--- src/rtl/coh_pkg.sv ---
package coh_pkg;
  typedef enum logic [1:0] {
    LN_INV = 2'd0,
    LN_SHR = 2'd1,
    LN_EXC = 2'd2
  } line_st_e;

  typedef enum logic [1:0] {
    BC_NONE   = 2'd0,
    BC_RDMISS = 2'd1,
    BC_WRMISS = 2'd2,
    BC_WRBACK = 2'd3
  } bus_cmd_e;

  typedef enum logic [1:0] {
    FS_IDLE = 2'd0,
    FS_ARB  = 2'd1,
    FS_WBK  = 2'd2,
    FS_MISS = 2'd3
  } fsm_e;
endpackage

--- src/rtl/coh_rst_sync.sv ---
module coh_rst_sync (
  input  logic clk,
  input  logic rst_n,
  output logic rst_n_sync
);
  logic [1:0] sync_q;

  always_ff @(posedge clk or negedge rst_n) begin
    if (!rst_n) sync_q <= 2'b00;
    else        sync_q <= {sync_q[0], 1'b1};
  end

  assign rst_n_sync = sync_q[1];
endmodule

--- src/rtl/coh_line_table.sv ---
module coh_line_table
  import coh_pkg::*;
#(
  parameter int ADDR_W = 6,
  parameter int IDX_W  = 2
) (
  input  logic                    clk,
  input  logic                    rst_n,
  input  logic [IDX_W-1:0]        cpu_idx,
  output line_st_e                cpu_st,
  output logic [ADDR_W-IDX_W-1:0] cpu_tag,
  input  logic [IDX_W-1:0]        snp_idx,
  output line_st_e                snp_st,
  output logic [ADDR_W-IDX_W-1:0] snp_tag,
  input  logic                    fill_en,
  input  logic [IDX_W-1:0]        fill_idx,
  input  logic [ADDR_W-IDX_W-1:0] fill_tag,
  input  line_st_e                fill_st,
  input  logic                    upd_en,
  input  logic [IDX_W-1:0]        upd_idx,
  input  line_st_e                upd_st
);
  localparam int TAG_W  = ADDR_W - IDX_W;
  localparam int NLINES = 1 << IDX_W;

  line_st_e         st_vec  [NLINES];
  logic [TAG_W-1:0] tag_vec [NLINES];

  for (genvar g = 0; g < NLINES; g++) begin : g_line
    line_st_e         st_q, st_d;
    logic [TAG_W-1:0] tag_q;
    logic             snp_sel, fill_sel;

    assign snp_sel  = upd_en  && (upd_idx  == IDX_W'(g));
    assign fill_sel = fill_en && (fill_idx == IDX_W'(g));

    always_comb begin
      st_d = st_q;
      if (snp_sel)       st_d = upd_st;
      else if (fill_sel) st_d = fill_st;
    end

    always_ff @(posedge clk or negedge rst_n) begin
      if (!rst_n) st_q <= LN_INV;
      else        st_q <= st_d;
    end

    always_ff @(posedge clk) begin
      if (fill_sel) tag_q <= fill_tag;
    end

    assign st_vec[g]  = st_q;
    assign tag_vec[g] = tag_q;

    AST_LEGAL_STATE: assert property (@(posedge clk) disable iff (!rst_n)
      st_q != line_st_e'(2'b11));
  end

  assign cpu_st  = st_vec[cpu_idx];
  assign cpu_tag = tag_vec[cpu_idx];
  assign snp_st  = st_vec[snp_idx];
  assign snp_tag = tag_vec[snp_idx];

  AST_SNOOP_NOT_WITH_FILL: assert property (@(posedge clk) disable iff (!rst_n)
    fill_en |-> !upd_en);

  AST_WM_LEAVES_INVALID: assert property (@(posedge clk) disable iff (!rst_n)
    (upd_en && upd_st == LN_INV) |=> st_vec[$past(upd_idx)] == LN_INV);
endmodule

--- src/rtl/coh_snoop_unit.sv ---
module coh_snoop_unit
  import coh_pkg::*;
#(
  parameter int ADDR_W = 6,
  parameter int IDX_W  = 2
) (
  input  logic                    clk,
  input  logic                    rst_n,
  input  logic                    snp_valid,
  input  logic [1:0]              snp_cmd,
  input  logic [ADDR_W-1:0]       snp_addr,
  input  line_st_e                line_st,
  input  logic [ADDR_W-IDX_W-1:0] line_tag,
  output logic                    snp_match,
  output logic                    upd_en,
  output line_st_e                upd_st,
  output logic                    snp_abort,
  output logic [ADDR_W-1:0]       snp_wb_addr
);
  localparam int TAG_W = ADDR_W - IDX_W;

  logic [TAG_W-1:0] req_tag;
  logic             cmd_rd, cmd_wr, dirty_hit;
  logic             abort_q;
  logic [ADDR_W-1:0] wb_addr_q;

  assign req_tag   = snp_addr[ADDR_W-1:IDX_W];
  assign cmd_rd    = (snp_cmd == BC_RDMISS);
  assign cmd_wr    = (snp_cmd == BC_WRMISS);
  assign snp_match = snp_valid && (cmd_rd || cmd_wr) &&
                     (line_st != LN_INV) && (line_tag == req_tag);
  assign dirty_hit = snp_match && (line_st == LN_EXC);
  assign upd_en    = snp_match && (cmd_wr || (line_st == LN_EXC));
  assign upd_st    = cmd_wr ? LN_INV : LN_SHR;

  always_ff @(posedge clk or negedge rst_n) begin
    if (!rst_n) abort_q <= 1'b0;
    else        abort_q <= dirty_hit;
  end

  always_ff @(posedge clk) begin
    if (dirty_hit) wb_addr_q <= snp_addr;
  end

  assign snp_abort   = abort_q;
  assign snp_wb_addr = wb_addr_q;

  AST_ABORT_AFTER_SNOOP: assert property (@(posedge clk) disable iff (!rst_n)
    snp_abort |-> $past(snp_valid));

  AST_ABORT_SINGLE: assert property (@(posedge clk) disable iff (!rst_n)
    (snp_abort && !$past(snp_valid, 2)) |=> !snp_abort || $past(snp_valid));
endmodule

--- src/rtl/coh_cpu_fsm.sv ---
module coh_cpu_fsm
  import coh_pkg::*;
#(
  parameter int ADDR_W = 6,
  parameter int IDX_W  = 2
) (
  input  logic                    clk,
  input  logic                    rst_n,
  input  logic                    cpu_req_valid,
  input  logic                    cpu_req_write,
  input  logic [ADDR_W-1:0]       cpu_req_addr,
  input  line_st_e                line_st,
  input  logic [ADDR_W-IDX_W-1:0] line_tag,
  input  logic                    snp_valid,
  input  logic                    snp_pend_hit,
  input  logic                    bus_gnt,
  output logic                    cpu_done,
  output logic                    bus_req,
  output logic                    bus_cmd_valid,
  output logic [1:0]              bus_cmd,
  output logic [ADDR_W-1:0]       bus_cmd_addr,
  output logic                    fill_en,
  output line_st_e                fill_st,
  output logic [ADDR_W-IDX_W-1:0] fill_tag
);
  localparam int TAG_W = ADDR_W - IDX_W;

  fsm_e             st_q, st_d;
  logic [TAG_W-1:0] req_tag;
  logic [IDX_W-1:0] req_idx;
  logic             tag_eq, hit, need_wb, idle_hit, issue_miss;

  assign req_tag = cpu_req_addr[ADDR_W-1:IDX_W];
  assign req_idx = cpu_req_addr[IDX_W-1:0];
  assign tag_eq  = (line_tag == req_tag);
  assign hit     = (line_st != LN_INV) && tag_eq &&
                   (!cpu_req_write || (line_st == LN_EXC));
  assign need_wb = (line_st == LN_EXC) && !tag_eq;

  always_comb begin
    st_d = st_q;
    unique case (st_q)
      FS_IDLE: if (cpu_req_valid && !snp_valid && !hit) st_d = FS_ARB;
      FS_ARB: begin
        if (snp_valid)    st_d = snp_pend_hit ? FS_IDLE : FS_ARB;
        else if (bus_gnt) st_d = need_wb ? FS_WBK : FS_MISS;
      end
      FS_WBK: begin
        if (snp_valid) st_d = snp_pend_hit ? FS_IDLE : FS_WBK;
        else           st_d = FS_MISS;
      end
      FS_MISS: begin
        if (snp_valid) st_d = snp_pend_hit ? FS_IDLE : FS_MISS;
        else           st_d = FS_IDLE;
      end
      default: st_d = FS_IDLE;
    endcase
  end

  always_ff @(posedge clk or negedge rst_n) begin
    if (!rst_n) st_q <= FS_IDLE;
    else        st_q <= st_d;
  end

  assign idle_hit   = (st_q == FS_IDLE) && cpu_req_valid && !snp_valid && hit;
  assign issue_miss = (st_q == FS_MISS) && !snp_valid;

  assign cpu_done      = idle_hit || issue_miss;
  assign bus_req       = (st_q != FS_IDLE);
  assign bus_cmd_valid = ((st_q == FS_WBK) || (st_q == FS_MISS)) && !snp_valid;

  always_comb begin
    if (st_q == FS_WBK) begin
      bus_cmd      = BC_WRBACK;
      bus_cmd_addr = {line_tag, req_idx};
    end else begin
      bus_cmd      = cpu_req_write ? BC_WRMISS : BC_RDMISS;
      bus_cmd_addr = cpu_req_addr;
    end
  end

  assign fill_en  = issue_miss;
  assign fill_st  = cpu_req_write ? LN_EXC : LN_SHR;
  assign fill_tag = req_tag;

  AST_GRANT_TO_CMD: assert property (@(posedge clk) disable iff (!rst_n)
    (st_q == FS_ARB && bus_gnt && !snp_valid) |=> (bus_cmd_valid || snp_valid));

  AST_WB_THEN_MISS: assert property (@(posedge clk) disable iff (!rst_n)
    (bus_cmd_valid && bus_cmd == BC_WRBACK) |=>
      (snp_valid || (bus_cmd_valid && bus_cmd != BC_WRBACK)));

  AST_SNOOP_STALLS_CPU: assert property (@(posedge clk) disable iff (!rst_n)
    snp_valid |-> !cpu_done);

  AST_HIT_BUS_QUIET: assert property (@(posedge clk) disable iff (!rst_n)
    (cpu_done && !bus_cmd_valid) |-> !bus_req);

  AST_DONE_RELEASES_BUS: assert property (@(posedge clk) disable iff (!rst_n)
    (cpu_done && bus_cmd_valid) |=> !bus_cmd_valid);
endmodule

--- src/rtl/snoop_coh_ctrl.sv ---
module snoop_coh_ctrl
  import coh_pkg::*;
#(
  parameter int ADDR_W = 6,
  parameter int IDX_W  = 2
) (
  input  logic              clk,
  input  logic              rst_n,
  input  logic              cpu_req_valid,
  input  logic              cpu_req_write,
  input  logic [ADDR_W-1:0] cpu_req_addr,
  output logic              cpu_done,
  output logic              bus_req,
  input  logic              bus_gnt,
  output logic              bus_cmd_valid,
  output logic [1:0]        bus_cmd,
  output logic [ADDR_W-1:0] bus_cmd_addr,
  input  logic              snp_valid,
  input  logic [1:0]        snp_cmd,
  input  logic [ADDR_W-1:0] snp_addr,
  output logic              snp_abort,
  output logic [ADDR_W-1:0] snp_wb_addr
);
  localparam int TAG_W = ADDR_W - IDX_W;

  logic             rst_n_s;
  line_st_e         cpu_st, snp_st, fill_st, upd_st;
  logic [TAG_W-1:0] cpu_tag, snp_tag, fill_tag;
  logic             fill_en, upd_en, snp_match, snp_pend_hit;

  coh_rst_sync i_rst_sync (
    .clk        (clk),
    .rst_n      (rst_n),
    .rst_n_sync (rst_n_s)
  );

  coh_line_table #(.ADDR_W(ADDR_W), .IDX_W(IDX_W)) i_table (
    .clk      (clk),
    .rst_n    (rst_n_s),
    .cpu_idx  (cpu_req_addr[IDX_W-1:0]),
    .cpu_st   (cpu_st),
    .cpu_tag  (cpu_tag),
    .snp_idx  (snp_addr[IDX_W-1:0]),
    .snp_st   (snp_st),
    .snp_tag  (snp_tag),
    .fill_en  (fill_en),
    .fill_idx (cpu_req_addr[IDX_W-1:0]),
    .fill_tag (fill_tag),
    .fill_st  (fill_st),
    .upd_en   (upd_en),
    .upd_idx  (snp_addr[IDX_W-1:0]),
    .upd_st   (upd_st)
  );

  coh_snoop_unit #(.ADDR_W(ADDR_W), .IDX_W(IDX_W)) i_snoop (
    .clk         (clk),
    .rst_n       (rst_n_s),
    .snp_valid   (snp_valid),
    .snp_cmd     (snp_cmd),
    .snp_addr    (snp_addr),
    .line_st     (snp_st),
    .line_tag    (snp_tag),
    .snp_match   (snp_match),
    .upd_en      (upd_en),
    .upd_st      (upd_st),
    .snp_abort   (snp_abort),
    .snp_wb_addr (snp_wb_addr)
  );

  assign snp_pend_hit = snp_match &&
                        (snp_addr[IDX_W-1:0] == cpu_req_addr[IDX_W-1:0]);

  coh_cpu_fsm #(.ADDR_W(ADDR_W), .IDX_W(IDX_W)) i_fsm (
    .clk           (clk),
    .rst_n         (rst_n_s),
    .cpu_req_valid (cpu_req_valid),
    .cpu_req_write (cpu_req_write),
    .cpu_req_addr  (cpu_req_addr),
    .line_st       (cpu_st),
    .line_tag      (cpu_tag),
    .snp_valid     (snp_valid),
    .snp_pend_hit  (snp_pend_hit),
    .bus_gnt       (bus_gnt),
    .cpu_done      (cpu_done),
    .bus_req       (bus_req),
    .bus_cmd_valid (bus_cmd_valid),
    .bus_cmd       (bus_cmd),
    .bus_cmd_addr  (bus_cmd_addr),
    .fill_en       (fill_en),
    .fill_st       (fill_st),
    .fill_tag      (fill_tag)
  );
endmodule

--- config.mk ---
export PLATFORM = sky130hd
export DESIGN_NAME = snoop_coh_ctrl
export DESIGN_NICKNAME = d
export VERILOG_FILES = /design/src/rtl/coh_pkg.sv /design/src/rtl/coh_rst_sync.sv /design/src/rtl/coh_line_table.sv /design/src/rtl/coh_snoop_unit.sv /design/src/rtl/coh_cpu_fsm.sv /design/src/rtl/snoop_coh_ctrl.sv
export SDC_FILE = /design/constraint.sdc
export NUM_CORES = 1
export LEC_CHECK = 0
export ABC_AREA = 1
export CORE_ASPECT_RATIO = 0.9
export CORE_MARGIN = 8
export CORE_UTILIZATION = 45
export DETAILED_ROUTE_END_ITERATION = 10
export DONT_BUFFER_PORTS = 1
export GPL_ROUTABILITY_DRIVEN = 0
export PLACE_DENSITY = 0.7
export SLEW_MARGIN = 20
export SYNTH_ARGS = -nofsm -noshare
export SYNTH_HDL_FRONTEND = slang
export SYNTH_SLANG_ARGS = --single-unit
export TNS_END_PERCENT = 20
--- constraint.sdc ---
create_clock -name clk -period 1.94 [get_ports clk]
set_clock_uncertainty 0.2 [all_clocks]
set_input_delay 0.097 -clock clk [delete_from_list [all_inputs] [get_ports clk]]
set_output_delay 0.097 -clock clk [all_outputs]
set_load 0.005 [all_outputs]
==> reports/results.ini <==
[logic_synthesis]
synth_top_cell_by_area=edfxtp_1
synth_seq_area_share=0.464
synth.most_common_cell=nand2_1
yosysTopAreaCellShare=0.311
async_reset_ff_frac=0.371
synth_edf_count=22
synth_area_mm2=0.00212
synth_cell_type_count=25
yosys_warnings=0
synth_cells=295
synth.avg_cell_area_um2=7.20
synth-main-ff-cell=edfxtp_1
ys_ff_latch=35
synthTopCellsByArea=edfxtp_1 (31%), nand2_1 (22%), dfrtp_1 (15%)
synth_commonest_cells=nand2_1 (126), nor2_1 (33), inv_1 (29), nand3_1 (26), edfxtp_1 (22)
synth_nets=316

[routing]
drt-initial-drc-count=223
route.vias.total=1923
drc=0
drtPass1Iterations=4
routed_wl_um=5360
wire_per_inst_um=13.9
routed_via_density=4.98
ant_nets=0

[cells_and_area]
layout.nets=344
antenna_cells_inserted=0
drive_gt1_frac=0.127
area_growth_pct=22.0
postLayoutCellArea_mm2=0.00259

[worst_setup_path]
worstSetupStartpointType=register
cp.required_ns=1.64
cp.arrival_ns=1.60
cp_max_fo=2
rrSetupSlack_ns=0.07
path_class=register to primary output
end_kind=primary output

[power]
p_leak_nw=1.27
power_density_mw_per_mm2=934
ir_worst_vdd_mv=0.510
power.total_mw=2.42

[placement]
hpwl_um=3760
io_buffers=0
dp_slack_ns=0.0616
placed_cell_area_mm2=0.00218

[clock_network]
postCtsSetupRepairBufs=0
cts_tree=built
htreeDepth=2
clockBufferDepth=2
cts_made_buffers=5
clkTransAtPathRegs_ns=0.07
clkLatencyLatePin_ns=0.29
cts.sinks=35
cts-root-buf=clkbuf_8

[timing]
setup_violations=0
hold_viol=10
final_max_slew_viol_count=0
fin_ws_ns=0.0440
whs_ns=-0.00557
fmax_ghz=0.527
tns_ns=0
rsz0062_at_grt=true
period_share=0.977
fin_crit_ns=1.90

[global_routing]
grt_pass1_wl_um=9070
overflow=0
antenna_found_initial=0
grt_pass1_vias=1838
grt_usage=0.164
grt_start_max_net_pins=18

[run]
max_cap_viol_count=0

[outcome]
violations=negative hold slack
status=complete, but fails checks

[floorplan]
start_util=0.473
dieArea_mm2=0.00718
rows=23
coreArea_mm2=0.00449
dieWidth_um=88.4
io_pins=38
dieHeight_um=81.2

[min_path]
worstHoldPathType=register to asynchronous set/reset pin

## sequential cells by signal, indices dropped and copies added (netlist names)
name                  cells
i_rst_sync.sync_q         2
i_fsm.st_q                2
i_table.g_line.st_q       8
i_snoop.snp_abort         1
i_snoop.snp_wb_addr       6
i_table.g_line.tag_q     16
## worst paths after layout
| kind | from | to | cells after the start |
|---|---|---|---|
| hold / removal | i_rst_sync.sync_q[1]$_DFF_PN0_ | i_table.g_line[0].st_q[1]$_DFFE_PN0P_ | 0 |
| hold reg to reg | i_rst_sync.sync_q[1]$_DFF_PN0_ | i_table.g_line[0].st_q[1]$_DFFE_PN0P_ | 0 |
| setup / recovery | i_table.g_line[0].tag_q[0]$_DFFE_PP_ | cpu_done | 11 |
| min in group clk | cpu_req_write | i_fsm.st_q[0]$_DFFE_PN0P_ | 5 |
| setup reg to reg | i_fsm.st_q[1]$_DFFE_PN0P_ | i_fsm.st_q[0]$_DFFE_PN0P_ | 5 |
| max in group asynchronous | rst_n | i_rst_sync.sync_q[1]$_DFF_PN0_ | 2 |
## routing by layer
metal  vias up  share of wire  global-route usage
met5         -              0                   0
met1       852           0.49               0.225
met2        81           0.43               0.242
li1        984              -                   -
met4         0          0.012              0.0725
met3         6          0.073              0.0333
## final cells by class
cell class / count / area (um^2)
inverters: 30 / 113
clock buffers: 6 / 72.6
clock inverters: 2 / 60.1
flip-flops and latches: 35 / 987
fillers: 419 / 1900
repair buffers: 31 / 293
well taps: 62 / 77.6
multi-input cells: 220 / 990
## kinds of logic (layout without fill, tap and decap cells)
group,count (synthesis),after routing,share of synthesized area
and+or+nand+nor,203,203,0.402
other,1,1,0.00177
DFF,35,35,0.464
buffers and inverters,40,69,0.0889
xor gates and xnor gates,1,1,0.00412
AOI/OAI and AO/OA,14,14,0.0336
adders and majority gates,1,1,0.00589
## timing repair
item / in CTS / in global routing
hold buffers: 24 / 0
pin swaps: 0 / 4
setup endpoints to repair: 1 / 13
gates resized for setup: 2 / 15
endpoints found under the hold margin: 36 / 0
## where the power goes
part	switching (mW)	internal (mW)	leakage, nW	total [mW]
sequential	0.107	0.909	0.357	1.02
clock	0.277	0.514	0.0654	0.791
combinational	0.372	0.243	0.844	0.615
total	0.757	1.67	1.27	2.42
## cell usage in the layout (no fill, tap or decap), types with 3 or more instances in the layout
| cell type | synthesis | routed |
|---|---|---|
| nand3_1 | 26 | 26 |
| nor2_1 | 33 | 30 |
| inv_1 | 29 | 28 |
| clkbuf_8 | 0 | 5 |
| o21ai_0 | 5 | 3 |
| dfrtp_1 | 13 | 12 |
| buf_4 | 3 | 7 |
| nand3_2 | 4 | 4 |
| edfxtp_1 | 22 | 22 |
| nand2_1 | 126 | 119 |
| dlygate4sd3_1 | 0 | 24 |
| nor2_2 | 4 | 6 |
| nand2_2 | 1 | 8 |
| nand4_1 | 5 | 5 |
| a21oi_1 | 7 | 6 |
## stage by stage
step | utilization | hold slack [ns] | cells
5_1_grt | 0.577 | 0.0327 | 386
3_3_place_gp | 0.486 | -0.399 | 354
6_report | 0.577 | -0.00557 | 386
2_1_floorplan | - | -0.399 | 295
3_5_place_dp | 0.486 | -0.399 | 354
4_1_cts | 0.570 | 0.00994 | 386
## worst max-delay path, stage by stage, from the launching register on
cell and delay (ns):
edfxtp_1 0.38, inv_1 0.10, o21ai_2 0.07, nand2_1 0.09, nand2_1 0.07, nand2_1 0.06
nand2_1 0.05, nor2_1 0.08, nand2_1 0.09, a21oi_2 0.13, nand4_1 0.08, nand2_1 0.10
No activity file was read; power rests on OpenSTA's default activity.
